===== src/rtl/stat_pkg.sv =====
package stat_pkg;
  localparam int STAT_W = 8;

  typedef enum logic [1:0] {
    ADDR_STATUS = 2'd0,
    ADDR_IMASK  = 2'd1,
    ADDR_PEND   = 2'd2,
    ADDR_NONE   = 2'd3
  } reg_addr_e;
endpackage


===== src/rtl/stat_latch_bank.sv =====
module stat_latch_bank #(
  parameter int          W         = 8,
  parameter logic [W-1:0] LATCH_MAP = 8'h3F
) (
  input  logic         clk,
  input  logic         rst_n,
  input  logic [W-1:0] evt,
  input  logic [W-1:0] clr_sel,
  output logic [W-1:0] pend,
  output logic [W-1:0] snap
);
  logic [W-1:0] pend_q, snap_q;
  logic [W-1:0] pend_d, snap_d;

  // The new event is OR-ed in after the clear, so a coincident pulse survives.
  always_comb begin
    pend_d = ((pend_q & ~clr_sel) | evt) & LATCH_MAP;
    snap_d = ((clr_sel & pend_q) | (~clr_sel & snap_q)) & LATCH_MAP;
  end

  always_ff @(posedge clk) begin
    if (!rst_n) begin
      pend_q <= '0;
      snap_q <= '0;
    end else begin
      pend_q <= pend_d;
      snap_q <= snap_d;
    end
  end

  assign pend = pend_q;
  assign snap = snap_q;

  for (genvar i = 0; i < W; i++) begin : g_chk
    if (LATCH_MAP[i]) begin : g_lat
      a_r2_event_sets: assert property (@(posedge clk) disable iff (!rst_n)
        evt[i] |=> pend_q[i]);
      a_r2_hold: assert property (@(posedge clk) disable iff (!rst_n)
        (pend_q[i] && !clr_sel[i]) |=> pend_q[i]);
      a_r3_capture: assert property (@(posedge clk) disable iff (!rst_n)
        clr_sel[i] |=> (snap_q[i] == $past(pend_q[i])));
      a_r3_clear: assert property (@(posedge clk) disable iff (!rst_n)
        (clr_sel[i] && !evt[i]) |=> !pend_q[i]);
      a_r4_snap_keep: assert property (@(posedge clk) disable iff (!rst_n)
        !clr_sel[i] |=> $stable(snap_q[i]));
      a_r7_event_wins: assert property (@(posedge clk) disable iff (!rst_n)
        (clr_sel[i] && evt[i]) |=> pend_q[i]);
    end
  end
endmodule


===== src/rtl/stat_irq_gen.sv =====
module stat_irq_gen #(
  parameter int W = 8
) (
  input  logic         clk,
  input  logic         rst_n,
  input  logic [W-1:0] pend,
  input  logic [W-1:0] live,
  input  logic [W-1:0] imask,
  output logic         irq_n
);
  logic any_src;
  logic irq_n_q;

  assign any_src = |((pend | live) & imask);

  always_ff @(posedge clk) begin
    if (!rst_n) irq_n_q <= 1'b1;
    else        irq_n_q <= ~any_src;
  end

  assign irq_n = irq_n_q;

  a_r9_assert: assert property (@(posedge clk) disable iff (!rst_n)
    any_src |=> !irq_n_q);
  a_r9_release: assert property (@(posedge clk) disable iff (!rst_n)
    !any_src |=> irq_n_q);
endmodule


===== src/rtl/stat_host_port.sv =====
module stat_host_port
  import stat_pkg::*;
#(
  parameter int W = 8
) (
  input  logic         clk,
  input  logic         rst_n,
  input  logic         wr_en,
  input  logic         rd_en,
  input  logic [1:0]   addr,
  input  logic [W-1:0] wdata,
  input  logic [W-1:0] status_view,
  input  logic [W-1:0] pend_view,
  output logic [W-1:0] clr_sel,
  output logic [W-1:0] imask,
  output logic [W-1:0] rdata
);
  reg_addr_e    sel;
  logic [W-1:0] imask_q, rdata_q, rd_mux;

  assign sel     = reg_addr_e'(addr);
  assign clr_sel = (wr_en && sel == ADDR_STATUS) ? wdata : '0;

  always_comb begin
    unique case (sel)
      ADDR_STATUS: rd_mux = status_view;
      ADDR_IMASK:  rd_mux = imask_q;
      ADDR_PEND:   rd_mux = pend_view;
      default:     rd_mux = '0;
    endcase
  end

  always_ff @(posedge clk) begin
    if (!rst_n) begin
      imask_q <= '0;
      rdata_q <= '0;
    end else begin
      if (wr_en && sel == ADDR_IMASK) imask_q <= wdata;
      if (rd_en)                      rdata_q <= rd_mux;
    end
  end

  assign imask = imask_q;
  assign rdata = rdata_q;

  a_r8_imask_write: assert property (@(posedge clk) disable iff (!rst_n)
    (wr_en && sel == ADDR_IMASK) |=> (imask_q == $past(wdata)));
  a_r10_rdata_hold: assert property (@(posedge clk) disable iff (!rst_n)
    !rd_en |=> $stable(rdata_q));
  a_r10_unused_zero: assert property (@(posedge clk) disable iff (!rst_n)
    (rd_en && sel == ADDR_NONE) |=> (rdata_q == '0));
endmodule


===== src/rtl/stat_capture_regs.sv =====
module stat_capture_regs
  import stat_pkg::*;
#(
  parameter logic [STAT_W-1:0] LATCH_MAP = 8'h3F
) (
  input  logic              clk,
  input  logic              rst_n,
  input  logic [STAT_W-1:0] evt_in,
  input  logic              wr_en,
  input  logic              rd_en,
  input  logic [1:0]        addr,
  input  logic [STAT_W-1:0] wdata,
  output logic [STAT_W-1:0] rdata,
  output logic              irq_n
);
  localparam logic [STAT_W-1:0] LIVE_MAP = ~LATCH_MAP;

  logic [STAT_W-1:0] clr_sel, pend, snap, imask, live, status_view;

  assign live        = evt_in & LIVE_MAP;
  assign status_view = (snap & LATCH_MAP) | live;

  stat_latch_bank #(.W(STAT_W), .LATCH_MAP(LATCH_MAP)) u_bank (
    .clk     (clk),
    .rst_n   (rst_n),
    .evt     (evt_in),
    .clr_sel (clr_sel),
    .pend    (pend),
    .snap    (snap)
  );

  stat_host_port #(.W(STAT_W)) u_port (
    .clk         (clk),
    .rst_n       (rst_n),
    .wr_en       (wr_en),
    .rd_en       (rd_en),
    .addr        (addr),
    .wdata       (wdata),
    .status_view (status_view),
    .pend_view   (pend),
    .clr_sel     (clr_sel),
    .imask       (imask),
    .rdata       (rdata)
  );

  stat_irq_gen #(.W(STAT_W)) u_irq (
    .clk   (clk),
    .rst_n (rst_n),
    .pend  (pend),
    .live  (live),
    .imask (imask),
    .irq_n (irq_n)
  );
endmodule


===== config.mk =====
export PLATFORM = sky130hd
export DESIGN_NAME = stat_capture_regs
export DESIGN_NICKNAME = d
export VERILOG_FILES = /design/src/rtl/stat_pkg.sv /design/src/rtl/stat_latch_bank.sv /design/src/rtl/stat_irq_gen.sv /design/src/rtl/stat_host_port.sv /design/src/rtl/stat_capture_regs.sv
export SDC_FILE = /design/constraint.sdc
export NUM_CORES = 1
export LEC_CHECK = 0
export CORE_UTILIZATION = 27
export CTS_CLUSTER_SIZE = 25
export DETAILED_ROUTE_END_ITERATION = 10
export PLACE_DENSITY = 0.56
export SYNTH_ARGS = -nofsm -noshare
export SYNTH_HDL_FRONTEND = slang
export SYNTH_SLANG_ARGS = --single-unit

===== constraint.sdc =====
create_clock -name clk -period 1.2 [get_ports clk]
set_input_delay 0.18 -clock clk [delete_from_list [all_inputs] [get_ports clk]]
set_output_delay 0.18 -clock clk [all_outputs]
set_load 0.005 [all_outputs]

==> results of run 1 <==
-- critical path, delay by kind of cell --
kind	cells	cell delay, ns
AOI/OAI and AO/OA	2	0.22
buffers and inverters	2	0.66
and+or+nand+nor	1	0.23
-- synthesized netlist by cell type (all sizes together) --
cell type / n / share of area
o22ai: 2 / 0.0097
o21ai: 6 / 0.023
nand2: 25 / 0.073
mux2i: 22 / 0.17
clkbuf: 3 / 0.0087
and2b: 1 / 0.0058
and2: 2 / 0.0097
nor3b: 1 / 0.015
dfxtp: 29 / 0.45
or2: 6 / 0.029
a21o: 6 / 0.035
nand2b: 1 / 0.0048
a22oi: 4 / 0.023
nor2b: 8 / 0.039
nand3b: 1 / 0.0058
buf: 6 / 0.037
inv: 2 / 0.0058
a21oi: 6 / 0.023
a31oi: 6 / 0.029
nand4: 1 / 0.0048
-- through the flow --
stage | std cells | hold WS, ns
floorplan | 138 | 0.290
global placement | 222 | 0.453
detailed placement | 222 | 0.465
CTS | 230 | 0.473
global route | 230 | 0.480
finish | 230 | 0.468
-- cells by family (layout without fill, tap and decap cells) --
group | count (synthesis) | count (layout)
mux | 22 | 22
buf+inv | 11 | 51
simple gates | 46 | 46
compound gates | 30 | 30
flops | 29 | 29
-- area by class of cell --
class	count	area share
inverters	2	0.00420
flip-flops and latches	29	0.326
multi-input cells	98	0.361
clock buffers	8	0.0448
repair buffers	41	0.227
well taps	52	0.0364
-- per-layer routing --
metal | wire length (um) | share of wire
met3 | 108 | 0.037
met1 | 1400 | 0.47
met5 | 0 | 0
met2 | 1380 | 0.47
met4 | 72 | 0.024
-- worst min-delay path by stage --
stage / startpoint / cells after the start / to / slack [ns]
finish: flip-flop / 2 / flip-flop / 0.47
global route: flip-flop / 2 / flip-flop / 0.48
CTS: flip-flop / 2 / flip-flop / 0.47
detailed placement: flip-flop / 2 / flip-flop / 0.47
global placement: flip-flop / 2 / flip-flop / 0.45
floorplan: evt_in[0] / 1 / u_bank.pend[0]$_SDFF_PN0_ / 0.29
-- where the power goes --
| group | total (W) | internal, W | switching (W) |
|---|---|---|---|
| sequential | 0.00105 | 0.00101 | 0.0000341 |
| combinational | 0.000298 | 0.000179 | 0.000119 |
| clock | 0.000751 | 0.000410 | 0.000341 |
-- what timing repair did --
item                       CTS  global route
buffers inserted             0             0
setup endpoints to repair   24             0
gates resized for setup     13             0
==> impl_metrics.yaml, run 1 <==
yosys:
  synth_cells: 138
  synthAdderAreaFrac: 0
  syn_avg_cell_area_um2: 9.37
  ys_seq_elements: 29
  synth_mux_area_frac: 0.170
  synth-compound-area-share: 0.143
  synth_area_um2: 1290
  synthDistinctLibCells: 22
  yosys.area_share.simple: 0.186
  synth_nets: 160
  yosysSeqAreaShare: 0.449
  yosys_warnings: 0
  synth_top_family_by_area: "simple AND/OR/NAND/NOR gates"
  synth_xor_area_frac: 0
drt:
  vias: 1070
  wl_per_cell_um: 12.9
  drtPass1Iterations: 7
  drc: 4
  ant_nets: 0
  drt_iter0_drc: 59
  drt-vias-per-instance: 4.65
  drt-total-wl_um: 2960
grt:
  grt_max_degree: 36
  grt-ovfl-total: 0
  antenna_found_initial: 0
  use_met3: 0.0427
  grt_pass1_vias: 1145
  grt_pass1_wl_um: 5060
  grt_use_total: 0.134
  met1_usage: 0.156
  met2_usage: 0.216
  busiest_layer: "met2"
die:
  num_rows: 24
  ios: 31
  start_util: 0.289
  die_y_um: 71.2
  coreArea_um2: 4470
  die_area_um2: 5070
  die_w_um: 71.2
clock_tree:
  clk_pin_slew_ns: 0.06
  clk_path_buf_depth: 2
  cts_made_buffers: 5
  ctsHoldBuffers: 0
  clock_latency_ns: 0.28
  cts-root-buf: "clkbuf_8"
  cts.sinks: 29
  cts_max_level: 2
  tritoncts: "built"
worst_setup_path:
  cp.required_ns: 1.37
  path_max_fanout: 12
  cp_cell_sequence: "clkdlybuf4s50_1 -> nor3b_4 -> buf_12 -> a21oi_1 -> a21o_1"
  r2r_start: "u_bank.pend[5]$_SDFF_PN0_"
  reg2regPathDepth: 3
  cp-start-kind: "primary input"
  setup.worst_path.end: "u_bank.pend[0]$_SDFF_PN0_"
  crit_arrival_ns: 1.29
  worstSetupPathType: "primary input to flip-flop"
  ff2ff_setup_slack_ns: 0.23
  crit_start: "wr_en"
  worstSetupEndpointType: "flip-flop"
  slowest_stage: "clkdlybuf4s50_1"
  r2r-end: "u_port.rdata[5]$_SDFFE_PN0P_"
  max_stage_delay_ns: 0.50
placed_design:
  dp_hpwl_um: 2250
  port_buffers: 30
  dp_slack_ns: -0.387
  placed_cell_area_um2: 1720
  gp_congestion: 0.808
finish:
  seq_area_um2: 583
  finish.utilization: 0.400
  final_nets: 199
  fillers: 456
  multi_input_area_um2: 646
  layout-drive-gt1-share: 0.140
  layout_commonest_cell: "dfxtp_1"
  final_area_um2: 1790
  area_growth_pct: 38.3
  n_antenna_cell: 0
  most-common-layout-cells: "dfxtp_1, nand2_1, mux2i_1"
power:
  power_w: 0.00210
  leakage_nw: 0.814
  cellPowerDensity_nw_per_um2: 1170
  ir_drop_uv: 369
flow_run:
  maxCapViolations: 0
worst_hold_path:
  hold_path.class: "flip-flop to flip-flop"
timing:
  timing.setup.tns_ns: 0
  setup_viol: 0
  rsz0062_at_grt: "no"
  skew_ns: 0.00559
  fmax_mhz: 894
  min_period_ns: 1.12
  setup_ws_ns: 0.0819
  tightest_slew_ns: 0.256
  slew_violations: 0
  relSlewSlack: 0.829
  hold_violations: 0
  fin_crit_sh: 0.932
outcome:
  status: "finished, violations left"
  violations: "DRC"
Power figures use the tool's default switching activity.
==> run 2: changes to the inputs <==
PLACE_DENSITY = 0.55   (was 0.56)
SYNTH_HIERARCHICAL = 1   (was unset)
==> impl_metrics.yaml, run 2 <==
finish:
  layoutNonFillerInstCount: 260
  n_antenna_cell: 0
  layout_commonest_cell: "dfxtp_1"
  final_area_um2: 1870
  area_growth_pct: 39.5
  most-common-layout-cells: "dfxtp_1, clkdlybuf4s50_1, nand2_1"
  final_nets: 214
  layout-drive-gt1-share: 0.145
  finish.utilization: 0.394
placed_design:
  dp_hpwl_um: 2160
  dp_slack_ns: -0.345
  port_buffers: 30
  placed_cell_area_um2: 1760
  gp_congestion: 0.705
  dpl.cell_count: 251
worst_setup_path:
  path_max_fanout: 10
  r2r_start: "u_bank/pend[2]$_SDFF_PN0_"
  cp-start-kind: "primary input"
  worstSetupPathType: "primary input to flip-flop"
  crit_arrival_ns: 1.24
  crit_start: "addr[1]"
  cp.required_ns: 1.40
  cp_cell_sequence: "dlygate4sd2_1 -> buf_4 -> nor2b_2 -> buf_2 -> nand3_1 -> a21boi_0"
  worstSetupEndpointType: "flip-flop"
  slowest_stage: "dlygate4sd2_1"
  max_stage_delay_ns: 0.27
die:
  num_rows: 25
  coreArea_um2: 4750
  die_area_um2: 5260
  ios: 31
  die_y_um: 72.5
  die_w_um: 72.5
  start_util: 0.283
grt:
  grt_use_total: 0.139
  grt_max_degree: 30
  grt-ovfl-total: 0
  grt_pass1_wl_um: 5510
  antenna_found_initial: 0
  grt_pass1_vias: 1151
drt:
  wl_per_cell_um: 12.3
  drtPass1Iterations: 6
  ant_nets: 0
  vias: 1152
  drc: 0
  drt_iter0_drc: 52
  drt-vias-per-instance: 4.43
  drt-total-wl_um: 3200
clock_tree:
  clock_latency_ns: 0.27
  cts_made_buffers: 5
  cts-root-buf: "clkbuf_8"
  tritoncts: "built"
  clk_pin_slew_ns: 0.06
  cts.sinks: 29
  ctsHoldBuffers: 0
  cts_max_level: 2
  clk_path_buf_depth: 2
yosys:
  yosys_warnings: 6
  synth_cells: 149
  syn_avg_cell_area_um2: 9.02
  synth_area_um2: 1340
timing:
  rsz0062_at_grt: "no"
  hold_violations: 0
  slew_violations: 0
  timing.setup.tns_ns: 0
  setup_ws_ns: 0.164
  setup_viol: 0
  skew_ns: 0.00323
  fmax_mhz: 965
  fin_crit_sh: 0.863
  min_period_ns: 1.04
worst_hold_path:
  hold_path.class: "primary input to flip-flop"
  holdCritStartpoint: "wr_en"
power:
  leakage_nw: 0.732
  cellPowerDensity_nw_per_um2: 1180
  ir_drop_uv: 508
flow_run:
  maxCapViolations: 0
outcome:
  status: "finished, final reports clean"
run 2: critical path: cells and delay by family:
kind | cells | cell delay, ns
buf+inv | 3 | 0.67
compound gates | 1 | 0.13
simple gates | 2 | 0.26
run 2: final timing paths:
path | to | slack, ns | cells after the start
worst max-delay path | u_port/imask[5]$_SDFFE_PN0P_ | 0.16 | 6
worst min-delay path | u_port/imask[7]$_SDFFE_PN0P_ | 0.40 | 4
worst min register to register | u_port/imask[5]$_SDFFE_PN0P_ | 0.48 | 2
worst max register to register | u_port/rdata[2]$_SDFFE_PN0P_ | 0.31 | 3
run 2: repair_timing:
action	in CTS	in global routing
pin swaps	0	1
gates cloned	1	0
setup endpoints to repair	37	12
setup buffers	0	0
resized for setup	14	7
run 2: per-layer routing:
metal / share of wire / global-route usage / wire, um / up-vias
li1: - / - / - / 591
met1: 0.49 / 0.184 / 1580 / 525
met2: 0.44 / 0.217 / 1410 / 34
met3: 0.059 / 0.0403 / 187 / 2
met4: 0.0053 / 0.0458 / 17 / 0
met5: 0 / 0 / 0 / -
run 2: metrics by stage:
| stage | power (W) | hold slack (ns) |
|---|---|---|
| final | 0.00221 | 0.396 |
| after global routing | 0.00233 | 0.429 |
| after floorplan | 0.00120 | 0.260 |
| after CTS | 0.00224 | 0.479 |
| after global placement | 0.00136 | 0.467 |
| after detailed placement | 0.00136 | 0.471 |
run 2: cell type report:
class,count,area [um2]
Tap cell,67,83.8
Multi-Input combinational cell,116,733
Clock inverter,1,5.00
Clock buffer,7,96.3
Fill cell,527,2880
Timing Repair Buffer,40,374
Sequential cell,29,582
run 2: power by group:
part / switching (W) / leakage [nW] / internal [W]
combinational: 0.000125 / 0.439 / 0.000171
sequential: 0.0000289 / 0.238 / 0.00101
clock: 0.000360 / 0.0542 / 0.000517
total: 0.000514 / 0.732 / 0.00170
==> run 3: changes to the inputs <==
ABC_CLOCK_PERIOD_IN_PS = 1200   (was unset)
==> results of run 3 <==
No change in the layout: final DEF, timing and power equal those of run 2.
